$ cat config.mk
export PLATFORM = sky130hd
export DESIGN_NAME = dither_pwm
export DESIGN_NICKNAME = d
export VERILOG_FILES = /design/src/rtl/dpwm_pkg.sv /design/src/rtl/dpwm_sigma.sv /design/src/rtl/dpwm_shadow.sv /design/src/rtl/dpwm_timebase.sv /design/src/rtl/dither_pwm.sv
export SDC_FILE = /design/constraint.sdc
export NUM_CORES = 1
export LEC_CHECK = 0
export ABC_AREA = 1
export BUFFER_PORTS_ARGS = -buffer_cell sky130_fd_sc_hd__buf_2
export CAP_MARGIN = 20
export CORE_MARGIN = 2
export CORE_UTILIZATION = 35
export DETAILED_ROUTE_END_ITERATION = 7
export PLACE_DENSITY_LB_ADDON = 0.25
export SETUP_SLACK_MARGIN = 0.3
export SKIP_LAST_GASP = 1
export SYNTH_ARGS = -nofsm -noshare
export SYNTH_HDL_FRONTEND = slang
export SYNTH_SLANG_ARGS = --single-unit
$ cat constraint.sdc
create_clock -name clk -period 3.1 [get_ports clk]
set_clock_uncertainty 0.05 [all_clocks]
set_input_delay 0.62 -clock clk [delete_from_list [all_inputs] [get_ports clk]]
set_output_delay 0.62 -clock clk [all_outputs]
set_load 0.05 [all_outputs]
$ cat src/rtl/dpwm_pkg.sv
package dpwm_pkg;

    localparam int DEF_CNT_W  = 16;
    localparam int DEF_FRAC_W = 8;

    typedef enum logic {
        TB_IDLE = 1'b0,
        TB_RUN  = 1'b1
    } tb_state_e;

    function automatic logic [DEF_CNT_W-1:0] final_count(input logic [DEF_CNT_W-1:0] per);
        return (per == '0) ? '0 : per - 1'b1;
    endfunction

endpackage

$ cat src/rtl/dpwm_sigma.sv
module dpwm_sigma #(
    parameter int FRAC_W = dpwm_pkg::DEF_FRAC_W
) (
    input  logic              clk,
    input  logic              rst,
    input  logic              step,
    input  logic [FRAC_W-1:0] frac,
    output logic              carry_o
);
    logic [FRAC_W-1:0] acc_q;
    logic [FRAC_W:0]   sum;

    assign sum     = {1'b0, acc_q} + {1'b0, frac};
    assign carry_o = sum[FRAC_W];

    always_ff @(posedge clk) begin
        if (rst) begin
            acc_q <= '0;
        end else if (step) begin
            acc_q <= sum[FRAC_W-1:0];
        end
    end

    // remainder only moves at a period start
    p_acc_hold_r5: assert property (@(posedge clk) disable iff (rst)
        !step |=> $stable(acc_q));

endmodule

$ cat src/rtl/dpwm_shadow.sv
module dpwm_shadow #(
    parameter int CNT_W = dpwm_pkg::DEF_CNT_W
) (
    input  logic             clk,
    input  logic             rst,
    input  logic             load,
    input  logic [CNT_W-1:0] period_i,
    input  logic [CNT_W:0]   width_i,
    output logic [CNT_W-1:0] period_q,
    output logic [CNT_W:0]   width_q
);
    always_ff @(posedge clk) begin
        if (rst) begin
            period_q <= '0;
            width_q  <= '0;
        end else if (load) begin
            period_q <= period_i;
            width_q  <= width_i;
        end
    end

    // shadows are frozen inside a period
    p_shadow_hold_r8: assert property (@(posedge clk) disable iff (rst)
        !load |=> ($stable(period_q) && $stable(width_q)));

endmodule

$ cat src/rtl/dpwm_timebase.sv
module dpwm_timebase
    import dpwm_pkg::*;
#(
    parameter int CNT_W = DEF_CNT_W
) (
    input  logic             clk,
    input  logic             rst,
    input  logic             en,
    input  logic [CNT_W-1:0] period_q,
    input  logic [CNT_W:0]   width_q,
    input  logic [CNT_W:0]   width_new,
    output logic             load_o,
    output logic             pwm_o,
    output logic             start_o
);
    tb_state_e        state_q;
    logic [CNT_W-1:0] cnt_q;
    logic [CNT_W-1:0] last_cnt;
    logic [CNT_W:0]   cnt_next_ext;

    assign last_cnt     = (period_q == '0) ? '0 : period_q - 1'b1;
    assign load_o       = en && ((state_q == TB_IDLE) || (cnt_q >= last_cnt));
    assign cnt_next_ext = {1'b0, cnt_q} + 1'b1;

    always_ff @(posedge clk) begin
        if (rst) begin
            state_q <= TB_IDLE;
            cnt_q   <= '0;
            pwm_o   <= 1'b0;
            start_o <= 1'b0;
        end else if (!en) begin
            state_q <= TB_IDLE;
            cnt_q   <= '0;
            pwm_o   <= 1'b0;
            start_o <= 1'b0;
        end else if (load_o) begin
            state_q <= TB_RUN;
            cnt_q   <= '0;
            pwm_o   <= (width_new != '0);
            start_o <= 1'b1;
        end else begin
            cnt_q   <= cnt_next_ext[CNT_W-1:0];
            pwm_o   <= (cnt_next_ext < width_q);
            start_o <= 1'b0;
        end
    end

    // strobe marks count zero
    p_strobe_at_zero_r2: assert property (@(posedge clk) disable iff (rst)
        start_o |-> (cnt_q == '0));

    // count stays inside the captured period
    p_count_range_r2: assert property (@(posedge clk) disable iff (rst)
        (state_q == TB_RUN && period_q != '0) |-> (cnt_q < period_q));

    // zero width keeps the line low
    p_zero_low_r4: assert property (@(posedge clk) disable iff (rst)
        (state_q == TB_RUN && width_q == '0) |-> !pwm_o);

    // width at or past the period keeps the line high
    p_full_high_r4: assert property (@(posedge clk) disable iff (rst)
        (state_q == TB_RUN && period_q != '0 && width_q >= {1'b0, period_q}) |-> pwm_o);

    // disabled generator is silent
    p_idle_quiet_r9: assert property (@(posedge clk) disable iff (rst)
        !en |=> (!pwm_o && !start_o));

endmodule

$ cat src/rtl/dither_pwm.sv
module dither_pwm #(
    parameter int CNT_W  = dpwm_pkg::DEF_CNT_W,
    parameter int FRAC_W = dpwm_pkg::DEF_FRAC_W
) (
    input  logic              clk,
    input  logic              rst,
    input  logic              en,
    input  logic [CNT_W-1:0]  period_i,
    input  logic [CNT_W-1:0]  duty_int_i,
    input  logic [FRAC_W-1:0] duty_frac_i,
    output logic              pwm_o,
    output logic              period_start_o
);
    logic             load;
    logic             carry;
    logic [CNT_W:0]   width_new;
    logic [CNT_W-1:0] period_q;
    logic [CNT_W:0]   width_q;

    assign width_new = {1'b0, duty_int_i} + {{CNT_W{1'b0}}, carry};

    dpwm_sigma #(.FRAC_W(FRAC_W)) u_sigma (
        .clk     (clk),
        .rst     (rst),
        .step    (load),
        .frac    (duty_frac_i),
        .carry_o (carry)
    );

    dpwm_shadow #(.CNT_W(CNT_W)) u_shadow (
        .clk      (clk),
        .rst      (rst),
        .load     (load),
        .period_i (period_i),
        .width_i  (width_new),
        .period_q (period_q),
        .width_q  (width_q)
    );

    dpwm_timebase #(.CNT_W(CNT_W)) u_timebase (
        .clk       (clk),
        .rst       (rst),
        .en        (en),
        .period_q  (period_q),
        .width_q   (width_q),
        .width_new (width_new),
        .load_o    (load),
        .pwm_o     (pwm_o),
        .start_o   (period_start_o)
    );

    // captured width is N or N+1 of the command seen at the boundary
    p_width_adjacent_r3: assert property (@(posedge clk) disable iff (rst)
        period_start_o |-> ((width_q >= {1'b0, $past(duty_int_i)}) &&
                            (width_q <= {1'b0, $past(duty_int_i)} + 1'b1)));

endmodule

==> impl_metrics.py, run 1 <==
metrics = {
    "outcome": {
        "status": "completed",
    },
    "cts": {
        "cts_made_buffers": 9,
        "cts_root_buf": "clkbuf_16",
        "clock_path_buffers": 2,
        "cts_tree": "yes",
        "htreeDepth": 3,
        "clkSinkCount": 60,
        "clock_latency_ps": 340,
        "cts.clk_slew.worst_paths_ps": 50,
    },
    "timing": {
        "hold_violations": 0,
        "max_freq_mhz": 345,
        "finalCriticalPeriod_ps": 2900,
        "rsz0062_at_grt": "yes",
        "fin_ws_ps": 199,
        "max_slew_margin_pct": 52.4,
        "finalSetupViolations": 0,
        "worst_slew_pin_slew_ps": 714,
        "finalCritPeriodShare_pct": 93.6,
        "report.final.slew_viol_count": 0,
    },
    "power": {
        "p_per_area_nw_per_um2": 399,
        "power.total_uw": 2640,
        "vdd_ir_drop_max_mv": 0.320,
        "leakagePower_uw": 0.00320,
    },
    "place": {
        "port_buffers": 44,
        "dp_hpwl_mm": 8.72,
        "dp_slack_ps": -185,
        "place_inst": 929,
        "gp_congestion": 0.872,
    },
    "drt": {
        "drt_first_pass_iters": 4,
        "drt_wl_total_mm": 13.8,
        "drtIter0Drc": 177,
        "routedLengthMet1_mm": 6.20,
        "routed.top_layer": "met4",
        "antenna_left": 0,
        "post-route-drc-count": 0,
        "wl_met3_um": 512,
        "vias": 4850,
        "met2_length_mm": 6.85,
        "vias_per_cell": 4.88,
        "wl_per_cell_um": 13.9,
    },
    "setup_path": {
        "worstPathMaxFanout": 7,
        "critPathArrivalTime_ps": 3120,
        "crit_required_ps": 3320,
        "crit_type": "flop to flop",
        "end_kind": "flop",
        "startpoint_type": "flop",
    },
    "synthesis": {
        "synth_area_um2": 4530,
        "syn-num-nets": 794,
        "synth_cell_type_count": 37,
        "yosysMostFrequentCell": "nand2_1",
        "ys_async_sr_fraction_pct": 0,
        "yosysWarnings": 0,
        "synth_edf_count": 0,
        "synth.area.top_cells": "dfxtp_1, nand2_1, nor2_1",
        "yosysTopAreaCell": "dfxtp_1",
        "synth.top_cell.area_share_pct": 26.5,
        "synth_common_cells": "nand2_1, nor2_1, inv_1",
        "syn_avg_cell_area_um2": 6.42,
        "ys.flop_type": "dfxtp_1",
        "ys_ff_latch": 60,
        "netlist_instances": 705,
        "ys_seq_area_share_pct": 26.5,
    },
    "die": {
        "start_util_pct": 35.9,
        "die_x_um": 118,
        "num_rows": 41,
        "dieArea_um2": 13900,
        "die-height_um": 118,
        "ios": 45,
        "core-area_um2": 12600,
    },
    "finish": {
        "layout-drive-gt1-share_pct": 32.0,
        "post-route-util_pct": 52.5,
        "n_fill_cell": 1193,
        "n_antenna_cell": 0,
        "regArea_um2": 1230,
        "syn_to_final_growth_pct": 46.3,
        "final_cell_count_no_fill": 994,
        "fin_nets": 909,
        "multi_input_area_um2": 3490,
    },
    "global_route": {
        "grtUsageTotal_pct": 17.3,
        "grt_max_degree": 37,
        "grt_antenna_before_repair": 0,
        "gr-total-overflow": 0,
        "grt_pass1_vias": 4382,
        "grt_first_pass_wirelength_mm": 19.9,
    },
    "run": {
        "timing.max_cap.violations": 0,
    },
    "min_path": {
        "hold_path.class": "flop to flop",
    },
}
==> worst max-delay path, cell delays in order (launching register included) <==
cell and delay, ps:
dfxtp_4 360, nor2_4 110, nand2_2 90, nor2_4 150, nand3_4 120, nor2_4 160
a21oi_2 60, nand3b_1 210, ha_4 300, buf_4 110, nand3_4 80, nor3_4 220
nand2_4 100, nand2_8 130, nand2_8 130, buf_8 190, nand2_2 50, nand2_1 50
nor2_1 130
==> state kept, by name (all words and copies together), names as in the netlist <==
register / count
u_timebase.cnt_q: 16
u_timebase.pwm_o: 1
u_shadow.width_q: 17
u_timebase.start_o: 1
u_sigma.acc_q: 8
u_timebase.state_q: 1
u_shadow.period_q: 16
==> final timing paths <==
kind | startpoint | end | slack, ps | cells past startpoint
worst max-delay path | u_shadow.period_q[1] | u_sigma.acc_q[4] | 200 | 18
worst min-delay path | u_shadow.width_q[8] | u_shadow.width_q[8] | 420 | 2
worst max register to register | u_shadow.period_q[1] | u_sigma.acc_q[4] | 200 | 18
worst min register to register | u_shadow.width_q[8] | u_shadow.width_q[8] | 420 | 2
==> metrics by stage <==
| stage | area, µm² | setup TNS [ps] | hold WS (ps) |
|---|---|---|---|
| 2_1_floorplan | 4550 | 0 | 389 |
| 3_3_place_gp | 5100 | -105 | 411 |
| 3_5_place_dp | 5100 | -527 | 409 |
| 4_1_cts | 5810 | 0 | 422 |
| 5_1_grt | 6620 | 0 | 460 |
| 6_report | 6620 | 0 | 416 |
==> metal layers <==
metal | vias to the layer above | global-route usage (%)
met5 | - | 0
met4 | 0 | 5.05
met3 | 23 | 3.20
met2 | 103 | 28.3
met1 | 2245 | 23.2
li1 | 2479 | -
==> layout by cell type, fill, tap and decap left out, types with 3 or more instances in the layout <==
master,n
a21oi_1,12
a21oi_2,4
buf_12,7
buf_2,43
buf_4,42
buf_6,19
clkbuf_16,11
dfxtp_1,50
dfxtp_2,5
dfxtp_4,5
ha_1,35
ha_4,9
inv_1,81
inv_2,4
inv_8,3
nand2_1,140
nand2_2,26
nand3_1,32
nand3_2,10
nand3_4,4
nand3b_1,28
nand4_1,14
nor2_1,120
nor2_2,17
nor2_4,21
nor3_1,6
o21ai_0,6
o21bai_1,6
or2_2,4
xnor2_1,4
xor2_1,13
==> final cells by class <==
type	count	share of cell area (%)
sequential	60	18.5
clock buffer	10	3.61
timing repair buffer	116	15.0
multi-input combinational	540	52.7
tap	172	3.25
timing repair inverter	5	1.06
inverter	88	5.29
clock inverter	3	0.604
==> power breakdown <==
| group | leakage (µW) | switching, µW | internal, µW |
|---|---|---|---|
| sequential | 0.000499 | 57.0 | 820 |
| combinational | 0.00257 | 421 | 374 |
| clock | 0.000140 | 346 | 626 |
==> cell families after synthesis <==
group	count (synthesis)	synth area share (%)
adder cells (fa/ha/maj)	46	12.9
XOR/XNOR	18	3.48
AO/OA/AOI/OAI	40	5.14
AND/OR/NAND/NOR	436	42.5
flip-flops	60	26.5
buffers and inverters	105	9.48
==> repair_timing <==
action	4_1_cts	5_1_grt
buffers inserted	27	15
setup endpoints to repair	58	58
pin swaps	30	67
hold buffers	0	0
gates cloned	2	8
gates resized for setup	51	139
(Power assumes the default switching activity.)
==> inputs of run 2 (changes only) <==
Settings changed: ABC_AREA 1 to unset, CAP_MARGIN 20 to 0.
==> impl_metrics.py, run 2 <==
metrics = {
    "die": {
        "die_x_um": 114,
        "die-height_um": 114,
        "num_rows": 40,
        "dieArea_um2": 13000,
        "core-area_um2": 11900,
        "ios": 45,
        "start_util_pct": 35.6,
    },
    "finish": {
        "regMostFlops": "u_shadow.width_q",
        "fin_nets": 709,
        "syn_to_final_growth_pct": 40.6,
        "layout_commonest_cell": "buf_4",
        "layout-drive-gt1-share_pct": 35.9,
        "n_fill_cell": 1142,
        "final_cell_mix": "buf_4, dfxtp_1, buf_2, nand3_1, ha_1",
        "post-route-util_pct": 50.0,
        "n_antenna_cell": 0,
        "largest_reg_flops": 17,
        "largestRegisters": "u_shadow.width_q (17), u_shadow.period_q (16), u_timebase.cnt_q (16)",
    },
    "drt": {
        "wl_per_cell_um": 14.5,
        "post-route-drc-count": 0,
        "vias_per_cell": 5.31,
        "drt_first_pass_iters": 5,
        "antenna_left": 0,
        "drt_wl_total_mm": 11.2,
        "drtIter0Drc": 119,
        "vias": 4094,
    },
    "power": {
        "vdd_ir_drop_max_mv": 0.289,
        "leakagePower_uw": 0.00249,
        "p_per_area_nw_per_um2": 400,
    },
    "synthesis": {
        "synth.top_cell.area_share_pct": 28.3,
        "ys_seq_area_share_pct": 28.3,
        "synth_common_cells": "dfxtp_1, nand3_1, ha_1",
        "netlist_instances": 516,
        "yosysTopAreaCell": "dfxtp_1",
        "synth_edf_count": 0,
        "ys_async_sr_fraction_pct": 0,
        "synth_area_um2": 4240,
        "synth.area.top_cells": "dfxtp_1, ha_1, xnor2_1",
        "ys.flop_type": "dfxtp_1",
        "yosysWarnings": 0,
        "yosysMostFrequentCell": "dfxtp_1",
        "ys_ff_latch": 60,
        "syn_avg_cell_area_um2": 8.21,
        "synth_cell_type_count": 49,
        "syn-num-nets": 605,
    },
    "setup_path": {
        "critPathArrivalTime_ps": 3570,
        "worstPathMaxFanout": 8,
        "end_kind": "flop",
        "crit_type": "flop to flop",
        "r2r_slack_ps": -280,
        "rr_worst_depth": 15,
        "crit_required_ps": 3290,
        "worst_r2r_endpoint": "u_shadow.width_q[14]",
        "r2r_start": "u_shadow.period_q[9]",
        "crit_chain": "or4_4 > nor4_4 > nand2b_1 > nor2_1 > nand2_2 > buf_6 > nand2_4 > ha_4 > a211oi_2 > o21ai_1 > a211o_1 > o21a_1 > or2_4 > buf_12 > a311oi_2",
        "critPathMaxStageDelay_ps": 550,
        "startpoint_type": "flop",
        "cp_slowest_cell": "or4_4",
    },
    "place": {
        "dp_slack_ps": -625,
        "gp_congestion": 0.902,
        "dp_hpwl_mm": 8.25,
        "port_buffers": 44,
    },
    "timing": {
        "fin_ws_ps": -283,
        "rsz0062_at_grt": "yes",
        "fin_setup_tns_ps": -11100,
        "finalCritPeriodShare_pct": 109,
        "hold_violations": 0,
        "finalSetupViolations": 59,
        "report.final.slew_viol_count": 0,
        "finalCriticalPeriod_ps": 3380,
        "max_slew_margin_pct": 34.8,
        "hold_slack_ps": 418,
        "worst_slew_pin_slew_ps": 977,
        "max_freq_mhz": 296,
    },
    "cts": {
        "cts_tree": "yes",
        "htreeDepth": 3,
        "cts_made_buffers": 9,
        "cts_hold_buf": 0,
        "cts.clk_slew.worst_paths_ps": 50,
        "clock_latency_ps": 330,
        "cts_root_buf": "clkbuf_16",
        "clock_path_buffers": 2,
        "clkSinkCount": 60,
    },
    "global_route": {
        "grt_antenna_before_repair": 0,
        "grt_max_degree": 43,
        "gr-total-overflow": 0,
        "grtUsageTotal_pct": 17.8,
        "grt_pass1_vias": 3961,
        "grt_first_pass_wirelength_mm": 18.6,
    },
    "outcome": {
        "violations": "negative setup slack",
        "status": "finished with violations",
    },
    "min_path": {
        "hold_depth": 2,
        "hold_path.class": "flop to flop",
        "min_from": "u_sigma.acc_q[4]",
        "min_to": "u_sigma.acc_q[4]",
    },
    "run": {
        "timing.max_cap.violations": 0,
    },
}
-- run 2: what timing repair did --
item                       in CTS  in global routing
buffers inserted                4                  2
gates cloned                    5                  1
resized for setup              67                 11
setup endpoints to repair      59                 59
pin swaps                      20                 11
-- run 2: logic make-up after synthesis --
kind of cell | Yosys count | synth area share [%]
buffers and inverters | 57 | 5.55
flip-flops | 60 | 28.3
AND/OR/NAND/NOR | 180 | 22.4
XOR/XNOR | 49 | 10.1
AO/OA/AOI/OAI | 122 | 19.4
adder cells (fa/ha/maj) | 46 | 13.8
multiplexers | 2 | 0.472
-- run 2: layout make-up --
type                       instances  area [µm²]  area share, %
sequential                        60        1200           20.2
clock inverter                     2        10.0          0.168
clock buffer                      13         260           4.37
tap                              147         184           3.09
inverter                          28         105           1.76
timing repair buffer             122         990           16.6
multi-input combinational        399        3210           53.8
-- run 2: critical path, delay by kind of cell (launching register included) --
family                   cells  cell delay [ps]
adder cells (fa/ha/maj)      1              200
AND/OR/NAND/NOR              7             1360
buffers and inverters        2              310
flip-flops                   1              320
AO/OA/AOI/OAI                5             1040
-- run 2: where the power goes --
group	total (µW)	internal (µW)	switching (µW)	leakage, µW
clock network	915	577	338	0.000135
logic	626	308	318	0.00186
registers	842	814	27.6	0.000493
total	2380	1700	684	0.00249
-- run 2: through the flow --
step | instances | instance area (µm²) | power (µW)
after floorplan | 516 | 4460 | 1210
after global placement | 744 | 5210 | 1390
after detailed placement | 744 | 5210 | 1400
after CTS | 768 | 5860 | 2380
after global routing | 771 | 5960 | 2500
final | 771 | 5960 | 2380
-- run 2: worst max-delay path by stage --
| stage | start | slack (ps) | endpoint |
|---|---|---|---|
| final | u_shadow.period_q[9] | -280 | u_shadow.width_q[14] |
| after floorplan | duty_frac_i[0] | -500 | u_timebase.pwm_o |
| after detailed placement | duty_frac_i[0] | -630 | u_timebase.pwm_o |
| after global routing | u_shadow.period_q[9] | -460 | u_shadow.period_q[4] |
| after CTS | duty_frac_i[0] | -280 | u_timebase.pwm_o |
| after global placement | duty_frac_i[0] | -620 | u_timebase.pwm_o |
-- run 2: layer usage --
metal  GRT usage [%]  up-vias  share of wire (%)
met5               0        -                  0
met4            7.15        0                2.4
met3            2.82       18                2.7
met2            29.7       65                 48
met1            22.9     1928                 47
li1                -     2083                  -
==> inputs of run 3 (changes only) <==
Settings changed: SETUP_SLACK_MARGIN 0.3 to unset.
==> impl_metrics.py, run 3 (synthesis gave the netlist of run 2 again) <==
metrics = {
    "min_path": {
        "min_from": "u_shadow.width_q[0]",
        "hold_path.class": "flop to flop",
    },
    "global_route": {
        "grt_pass1_vias": 4144,
        "grt_max_degree": 43,
        "grtUsageTotal_pct": 19.1,
        "grt_first_pass_wirelength_mm": 19.9,
        "gr-total-overflow": 0,
        "grt_antenna_before_repair": 0,
    },
    "setup_path": {
        "cp_slowest_cell": "or4_4",
        "crit_chain": "or4_4 > nor4_4 > nand2b_1 > nor2_1 > nand2_2 > buf_6 > nand2_4 > ha_4 > a211oi_2 > o21ai_1 > a211o_1 > o21a_4 > buf_6 > or3_4 > nor2b_1",
        "cpMostUsedCell": "buf_6",
        "r2r_start": "u_shadow.period_q[7]",
        "critPathMaxStageDelay_ps": 570,
        "critPathLaunch": "u_shadow.period_q[7]",
        "crit_required_ps": 3310,
        "r2r_slack_ps": -420,
        "end_kind": "flop",
        "critPathArrivalTime_ps": 3730,
        "crit_type": "flop to flop",
        "startpoint_type": "flop",
        "worstPathMaxFanout": 8,
    },
    "drt": {
        "drt_first_pass_iters": 4,
        "wl_per_cell_um": 15.9,
        "post-route-drc-count": 0,
        "vias_per_cell": 5.33,
        "drtIter0Drc": 116,
        "antenna_left": 0,
        "vias": 4167,
        "drt_wl_total_mm": 12.4,
    },
    "die": {
        "core-area_um2": 11900,
        "dieArea_um2": 13000,
        "die_x_um": 114,
        "die-height_um": 114,
        "start_util_pct": 35.6,
        "ios": 45,
        "num_rows": 40,
    },
    "power": {
        "leakagePower_uw": 0.00256,
        "vdd_ir_drop_max_mv": 0.251,
        "p_per_area_nw_per_um2": 395,
    },
    "finish": {
        "n_fill_cell": 1098,
        "post-route-util_pct": 51.5,
        "layout-drive-gt1-share_pct": 37.5,
        "final_cell_mix": "buf_4, dfxtp_1, buf_2, ha_1",
        "regMostFlops": "u_shadow.width_q",
        "largestRegisters": "u_shadow.width_q (17), u_shadow.period_q (16), u_timebase.cnt_q (16)",
        "largest_reg_flops": 17,
        "syn_to_final_growth_pct": 44.9,
        "layout_commonest_cell": "buf_4",
        "fin_nets": 719,
        "n_antenna_cell": 0,
    },
    "timing": {
        "max_slew_margin_pct": 34.7,
        "finalSetupViolations": 59,
        "max_freq_mhz": 284,
        "fin_ws_ps": -424,
        "finalCritPeriodShare_pct": 114,
        "fin_setup_tns_ps": -22460,
        "rsz0062_at_grt": "yes",
        "hold_violations": 0,
        "finalCriticalPeriod_ps": 3520,
        "worst_slew_pin_slew_ps": 980,
        "report.final.slew_viol_count": 0,
    },
    "cts": {
        "cts_root_buf": "clkbuf_16",
        "cts_made_buffers": 9,
        "clock_latency_ps": 330,
        "cts.clk_slew.worst_paths_ps": 50,
        "cts_tree": "yes",
        "clock_path_buffers": 2,
        "htreeDepth": 3,
        "clkSinkCount": 60,
    },
    "run": {
        "timing.max_cap.violations": 0,
    },
    "place": {
        "gp_congestion": 0.884,
        "dp_hpwl_mm": 8.58,
        "port_buffers": 44,
    },
    "outcome": {
        "violations": "negative setup slack",
        "status": "finished with violations",
    },
}
run 3: cell count changes in the layout (fill, tap and decap cells not counted), sizes merged:
| cell | delta |
|---|---|
| buf | +8 |
| clkbuf | +2 |
| clkinv | -1 |
| or2 | +1 |
| or3 | +1 |
run 3: path summary, 6_finish.rpt:
path,endpoint,cells past startpoint
worst min-delay path,u_shadow.width_q[0],2
worst max register to register,u_timebase.cnt_q[13],15
worst max-delay path,u_timebase.cnt_q[13],15
worst min register to register,u_shadow.width_q[0],2
run 3: power by group:
group,internal [µW],switching (µW)
combinational,305,327
sequential,814,30.4
clock,606,345
run 3: repair_timing:
action                                  CTS  global route
hold buffers                              0             0
buffers inserted                         10             4
endpoints found under the setup margin   59            59
resized for setup                        58            51
cloned                                    8             2
pin swaps                                26            23
run 3: cell type report:
| class | count | area [µm²] | share of cell area (%) |
|---|---|---|---|
| timing repair buffer | 130 | 1090 | 17.8 |
| clock inverter | 1 | 5.00 | 0.0815 |
| multi-input combinational | 401 | 3270 | 53.3 |
| tap | 147 | 184 | 3.00 |
| sequential | 60 | 1200 | 19.6 |
| inverter | 28 | 105 | 1.71 |
| clock buffer | 15 | 278 | 4.52 |
run 3: metrics by stage:
step	total power [µW]	setup slack, ps	instance area [µm²]	hold WS, ps	cells
floorplan	1200	-503	4400	394	516
global placement	1390	-615	5170	410	746
finish	2430	-424	6140	415	782
CTS	2400	-368	5980	416	780
global route	2550	-580	6140	437	782
detailed placement	1410	-645	5170	416	746
run 3: layer usage:
| layer | share of wire [%] | track usage [%] | routed length, µm | vias to the layer above |
|---|---|---|---|---|
| met4 | 1.5 | 6.42 | 188 | 0 |
| li1 | - | - | - | 2112 |
| met3 | 2.1 | 2.71 | 266 | 14 |
| met1 | 46 | 24.4 | 5750 | 1981 |
| met5 | 0 | 0 | 0 | - |
| met2 | 50 | 33.1 | 6200 | 60 |
run 3: worst max-delay path, delay by kind of cell, from the launching register on:
family	cells	cell delay [ps]
adders and majority gates	1	190
and+or+nand+nor	8	1740
DFF	1	310
buffers and inverters	2	270
AOI/OAI and AO/OA	4	880
